`config.mk`:
```
export PLATFORM = sky130hd
export DESIGN_NAME = addr_hit_decoder
export DESIGN_NICKNAME = d
export VERILOG_FILES = /design/src/rtl/mbd_pkg.sv /design/src/rtl/blk_match.sv /design/src/rtl/hit_select.sv /design/src/rtl/exc_pulse.sv /design/src/rtl/addr_hit_decoder.sv
export SDC_FILE = /design/constraint.sdc
export NUM_CORES = 1
export LEC_CHECK = 0
export ABC_AREA = 1
export ABC_CLOCK_PERIOD_IN_PS = 2070
export BUFFER_PORTS_ARGS = -buffer_cell sky130_fd_sc_hd__buf_2
export CAP_MARGIN = 20
export CORE_MARGIN = 2
export CORE_UTILIZATION = 34
export CTS_CLUSTER_SIZE = 20
export DETAILED_ROUTE_END_ITERATION = 8
export PLACE_DENSITY = 0.86
export SKIP_CTS_REPAIR_TIMING = 1
export SYNTH_ARGS = -nofsm -noshare
export SYNTH_HDL_FRONTEND = slang
export SYNTH_SLANG_ARGS = --single-unit
```
`constraint.sdc`:
```
create_clock -name clk -period 2.07 [get_ports clk]
set_clock_uncertainty 0.1 [all_clocks]
set_input_delay 0.414 -clock clk [delete_from_list [all_inputs] [get_ports clk]]
set_output_delay 0.414 -clock clk [all_outputs]
set_load 0.02 [all_outputs]
```
`src/rtl/mbd_pkg.sv`:
```
package mbd_pkg;

    localparam int ADDR_W   = 32;
    localparam int BASE_LSB = 18;
    localparam int FIELD_W  = ADDR_W - BASE_LSB;
    localparam int NUM_BLK  = 2;
    localparam int IDX_W    = (NUM_BLK > 1) ? $clog2(NUM_BLK) : 1;
    localparam int PS_W     = 2;
    localparam int WOH_W    = 3;

    typedef enum logic [PS_W-1:0] {
        PSZ_32  = 2'b00,
        PSZ_8   = 2'b01,
        PSZ_16A = 2'b10,
        PSZ_16B = 2'b11
    } psize_e;

    typedef logic [WOH_W-1:0] width_oh_t;

    localparam width_oh_t WOH_NONE = 3'b000;
    localparam width_oh_t WOH_8    = 3'b001;
    localparam width_oh_t WOH_16   = 3'b010;
    localparam width_oh_t WOH_32   = 3'b100;

    typedef struct packed {
        logic               valid;
        logic [FIELD_W-1:0] base;
        logic [FIELD_W-1:0] mask;
        logic               wprot;
        psize_e             psize;
    } blk_cfg_t;

    typedef struct packed {
        logic             any;
        logic [IDX_W-1:0] idx;
        logic             wprot;
        psize_e           psize;
    } sel_t;

    function automatic width_oh_t width_of(psize_e code);
        width_oh_t w;
        case (code)
            PSZ_32:  w = WOH_32;
            PSZ_8:   w = WOH_8;
            default: w = WOH_16;
        endcase
        return w;
    endfunction

endpackage

```
`src/rtl/blk_match.sv`:
```
module blk_match #(
    parameter int FIELD_W = mbd_pkg::FIELD_W
) (
    input  logic [FIELD_W-1:0] addr_field,
    input  logic               valid,
    input  logic [FIELD_W-1:0] base,
    input  logic [FIELD_W-1:0] mask,
    output logic               match
);
    logic [FIELD_W-1:0] diff;

    always_comb begin
        diff  = (addr_field ^ base) & ~mask;
        match = valid && (diff == '0);
    end
endmodule

```
`src/rtl/hit_select.sv`:
```
module hit_select
    import mbd_pkg::*;
#(
    parameter int N = NUM_BLK
) (
    input  logic [N-1:0]      match,
    input  blk_cfg_t [N-1:0]  cfg,
    output sel_t              sel
);
    always_comb begin
        sel = '{any: 1'b0, idx: '0, wprot: 1'b0, psize: PSZ_32};
        for (int i = N - 1; i >= 0; i--) begin
            if (match[i]) begin
                sel.any   = 1'b1;
                sel.idx   = IDX_W'(i);
                sel.wprot = cfg[i].wprot;
                sel.psize = cfg[i].psize;
            end
        end
    end
endmodule

```
`src/rtl/exc_pulse.sv`:
```
module exc_pulse (
    input  logic clk,
    input  logic rst,
    input  logic fire,
    output logic exc
);
    always_ff @(posedge clk) begin
        if (rst) exc <= 1'b0;
        else     exc <= fire;
    end
endmodule

```
`src/rtl/addr_hit_decoder.sv`:
```
module addr_hit_decoder
    import mbd_pkg::*;
(
    input  logic                         clk,
    input  logic                         rst,
    input  logic [ADDR_W-1:0]            bus_addr,
    input  logic                         bus_wr,
    input  logic                         bus_strobe,
    input  logic [NUM_BLK-1:0]           blk_valid,
    input  logic [NUM_BLK*FIELD_W-1:0]   blk_base,
    input  logic [NUM_BLK*FIELD_W-1:0]   blk_mask,
    input  logic [NUM_BLK-1:0]           blk_wprot,
    input  logic [NUM_BLK*PS_W-1:0]      blk_psize,
    output logic                         hit,
    output logic [IDX_W-1:0]             hit_blk,
    output logic [WOH_W-1:0]             port_width,
    output logic                         acc_exc
);
    blk_cfg_t [NUM_BLK-1:0] cfg;
    logic     [NUM_BLK-1:0] match;
    logic     [FIELD_W-1:0] addr_field;
    sel_t                   sel;
    logic                   blocked;
    logic                   fire;

    assign addr_field = bus_addr[ADDR_W-1:BASE_LSB];

    for (genvar g = 0; g < NUM_BLK; g++) begin : g_blk
        assign cfg[g].valid = blk_valid[g];
        assign cfg[g].base  = blk_base[g*FIELD_W +: FIELD_W];
        assign cfg[g].mask  = blk_mask[g*FIELD_W +: FIELD_W];
        assign cfg[g].wprot = blk_wprot[g];
        assign cfg[g].psize = psize_e'(blk_psize[g*PS_W +: PS_W]);

        blk_match #(.FIELD_W(FIELD_W)) u_match (
            .addr_field (addr_field),
            .valid      (cfg[g].valid),
            .base       (cfg[g].base),
            .mask       (cfg[g].mask),
            .match      (match[g])
        );
    end

    hit_select #(.N(NUM_BLK)) u_sel (
        .match (match),
        .cfg   (cfg),
        .sel   (sel)
    );

    always_comb begin
        blocked    = bus_wr && sel.wprot;
        hit        = bus_strobe && sel.any && !blocked;
        hit_blk    = sel.idx;
        port_width = hit ? width_of(sel.psize) : WOH_NONE;
        fire       = bus_strobe && sel.any && blocked;
    end

    exc_pulse u_exc (
        .clk  (clk),
        .rst  (rst),
        .fire (fire),
        .exc  (acc_exc)
    );

    // a reported hit names a valid block
    a_r3_valid_only: assert property (@(posedge clk) disable iff (rst)
        hit |-> blk_valid[hit_blk]);

    // no hit on a protected write
    a_r4_no_prot_write: assert property (@(posedge clk) disable iff (rst)
        (hit && bus_wr) |-> !blk_wprot[hit_blk]);

    // width is one-hot and present only with a hit
    a_r6_width_onehot: assert property (@(posedge clk) disable iff (rst)
        $onehot0(port_width) && (hit == (port_width != '0)));

    // block 1 named only if block 0 did not match
    a_r7_priority: assert property (@(posedge clk) disable iff (rst)
        (hit && hit_blk != '0) |-> !match[0]);

    // exception always follows a write strobe
    a_r8_exc_after_write: assert property (@(posedge clk) disable iff (rst)
        acc_exc |-> $past(bus_strobe && bus_wr));

    // no hit without a strobe
    a_r9_strobe_gate: assert property (@(posedge clk) disable iff (rst)
        !bus_strobe |-> !hit);
endmodule

```
==> flow_results.org <==
** Worst hold path
- The tightest min-delay check is of the input pin to flip-flop type.
- Depth of the worst hold-timing path :: 4
- Origin of the worst min-delay path :: rst
- Min-Delay Endpoint :: u_exc.exc

** Global routing
- Maximum number of pins on one net before global-route repair :: 5
- Global-route usage over all layers :: 16.3%
- Via count of the first global-routing pass :: 1301
- Number of antenna violations at the first check in global routing :: 0
- Aggregate global routing overflow :: 0
- The first global-routing pass estimated 4.46 mm of wire.

** Logic synthesis
- Count of state elements after synthesis :: 1
- Largest area contributor in the netlist :: nand2_1
- The netlist uses 15 different library cells.
- Syn_nets :: 315
- Of the post-synthesis cell area, the dominant cell type holds 34.4%.
- Averaged over all synthesized cells, the footprint is 4.27 um^2.
- The cell area that synthesis handed to floorplanning was 917 um^2.
- Post-synthesis sequential area ratio :: 2.18%
- Gate Count Post-Synth :: 215
- By area the synthesized netlist is led by nand2_1, inv_1, nand3_1.
- YS warnings :: 0

** Timing
- The number of hold-slack violations in the final timing report came to 0.
- The final critical path takes up 111% of the cycle.
- The number of pins exceeding their max-slew limit in the final report is 0.
- After layout, the worst setup slack is -229 ps.
- For the pin with the worst max-slew slack, the measured transition is 150 ps.
- Highest clock frequency the design can meet :: 435 MHz
- The smallest clock period supported by the final layout is computed as 2300 ps.
- Setup repair after global routing could not meet its margin everywhere.
- Setup violations remaining at the end of the flow were counted as 5.
- Headroom to the max-slew limit came out at 90.0%.

** Place
- Port buffering added 87 buffers.
- The congestion estimate from routability-driven global placement came to 0.765.
- OpenSTA, run right after detailed placement, puts the worst setup slack at -183 ps.
- Dpl cell area :: 0.00141 mm^2
- Summed over all nets, the half-perimeter wirelength after detailed placement is 2.42 mm.
- Cell total after placement :: 335

** Setup path
- Data required time at the worst endpoint :: 1560 ps
- Kind of start point of the critical path :: input pin
- Cell with the largest stage delay on the worst path :: or2_0
- Crit path max-delay family :: simple AND/OR/NAND/NOR gates
- The largest single stage delay on the critical path is 210 ps.
- STA classifies the critical path endpoint as a primary output.
- Levels on crit path :: 12
- STA puts the critical path data arrival time at 1780 ps.
- Counting both buffers and inverters, the worst setup path holds a total of 3.
- Traced cell by cell, the critical path runs through buf_6 -> or2_0 -> nand2_1 -> nand2_1 -> nor2_2 -> nand2_2 -> nor2_4 -> inv_2 -> a21boi_4 -> nand2_4 -> nor2_2 -> buf_6.
- Critical-path maximum fanout :: 4
- Worst Path Class, Setup :: input pin to primary output

** Routing
- Summed over all layers, the routed wires come to 2.69 mm.
- Detailed Routing Iterations Pass 1 :: 2
- The final route contains 1416 vias.
- Count of nets left with antenna violations after detail routing :: 0
- After the first detailed-routing iteration, the DRC count stood at 29.
- In the routed design, unresolved DRC markers number 0.
- DR vias/cell :: 4.20
- Dividing the detail-routed wire length by the instance count gives 7.99 um.

** Finish
- The finished layout holds 337 standard cells, fillers aside.
- Number of flip-flops in the largest register :: 1
- The number of antenna diodes in the final layout is 0.
- Fill cell instance count of the final layout :: 281
- The largest registers in the layout are u_exc.exc: 1 flops.
- Largest register by flop count :: u_exc.exc
- Area Growth Syn to Fin :: 63.7%
- Cells with a size suffix above 1 make up 36.5% of the layout.
- Total number of nets in the final design :: 409
- In the final layout, flip-flops and latches occupy 20.0 um^2.
- For this run, the share of the core covered by cells in the final layout is 59.5%.
- Non-Filler Cell Area, Final :: 0.00150 mm^2
- Summing all multi-input logic gate instances after layout gives 666 um^2.

** Power and ir drop
- Worst ir drop on vdd :: 0.0000904 V
- Power Density :: 156 mW/mm^2
- Leak :: 1.09 nW

** Die
- The floorplan has 18 rows.
- The die is 55.9 um tall.
- Die X :: 55.9 um
- After floorplanning, the core was sized to cover 0.00252 mm^2.
- The die covers 0.00313 mm^2.
- Once the floorplan was initialized, standard cells occupied 36.4% of the core.
- 106 I/O pins were placed.

** Run
- Max-Cap Viols :: 0

** Outcome
- The final reports fail on negative setup slack.
- Outcome :: finished, violations left

** CTS
- Clock-pin slew on the worst setup and hold paths :: 0 ps
## how the worst max path moves through the flow
stage	slack, ps	start	endpoint
final	-230	bus_addr[27]	port_width[0]
after global placement	-140	bus_addr[27]	port_width[0]
after global routing	-360	bus_addr[27]	port_width[0]
after floorplan	30	blk_base[23]	port_width[0]
after detailed placement	-180	blk_base[23]	port_width[0]
after CTS	-190	blk_base[23]	port_width[0]
## routing by layer
layer	GRT usage, %	up-vias	wire length [um]
met4	0.680	0	9
met5	0	-	0
li1	-	796	-
met3	0.930	2	191
met2	37.6	49	1510
met1	15.8	569	985
## final cells by class
| class | instances | share of cell area, % |
|---|---|---|
| inverters | 69 | 17.2 |
| flip-flops and latches | 1 | 1.33 |
| multi-input cells | 145 | 44.3 |
| well taps | 30 | 2.50 |
| repair buffers | 92 | 34.6 |
## metrics by stage
step	power (mW)	TNS (ps)	hold slack, ps
6_report	0.235	-879	564
5_1_grt	0.272	-1560	576
4_1_cts	0.231	-699	564
3_5_place_dp	0.230	-683	564
3_3_place_gp	0.225	-561	548
2_1_floorplan	0.126	0	456
## kinds of logic (layout without fill, tap and decap cells)
kind of cell / after synthesis / after routing / synth area share, %
AOI/OAI and AO/OA: 5 / 5 / 3.68
buffers and inverters: 69 / 161 / 28.2
DFF: 1 / 1 / 2.18
and+or+nand+nor: 140 / 140 / 65.9
## synth_stat cells
master	instances
a21boi_2	1
a21oi_1	3
dfxtp_1	1
inv_1	64
inv_2	5
nand2_1	84
nand2_2	5
nand3_1	25
nand3b_1	2
nor2_1	17
nor2_2	2
nor2_4	2
o21bai_1	1
or2_0	2
or2_1	1
## where the power goes
part	switching [mW]	leakage, nW	internal [mW]
registers	0.000000150	0.00805	0.0197
logic	0.105	1.08	0.110
clock network	0	0	0
total	0.105	1.09	0.130
## cell usage in the layout, fill, tap and decap left out
master | synthesis | final
a21boi_4 | 0 | 1
buf_6 | 0 | 7
nor2_2 | 2 | 4
or2_0 | 2 | 2
nand2_2 | 5 | 5
nand3b_1 | 2 | 2
inv_2 | 5 | 6
a21oi_1 | 3 | 3
nand3_1 | 25 | 25
nor2_4 | 2 | 3
or2_1 | 1 | 1
nand2_1 | 84 | 83
inv_1 | 64 | 63
dfxtp_1 | 1 | 1
nand2_4 | 0 | 1
buf_2 | 0 | 79
buf_4 | 0 | 6
nor2_1 | 17 | 14
o21bai_1 | 1 | 1
No activity file was read; power rests on OpenSTA's default activity.
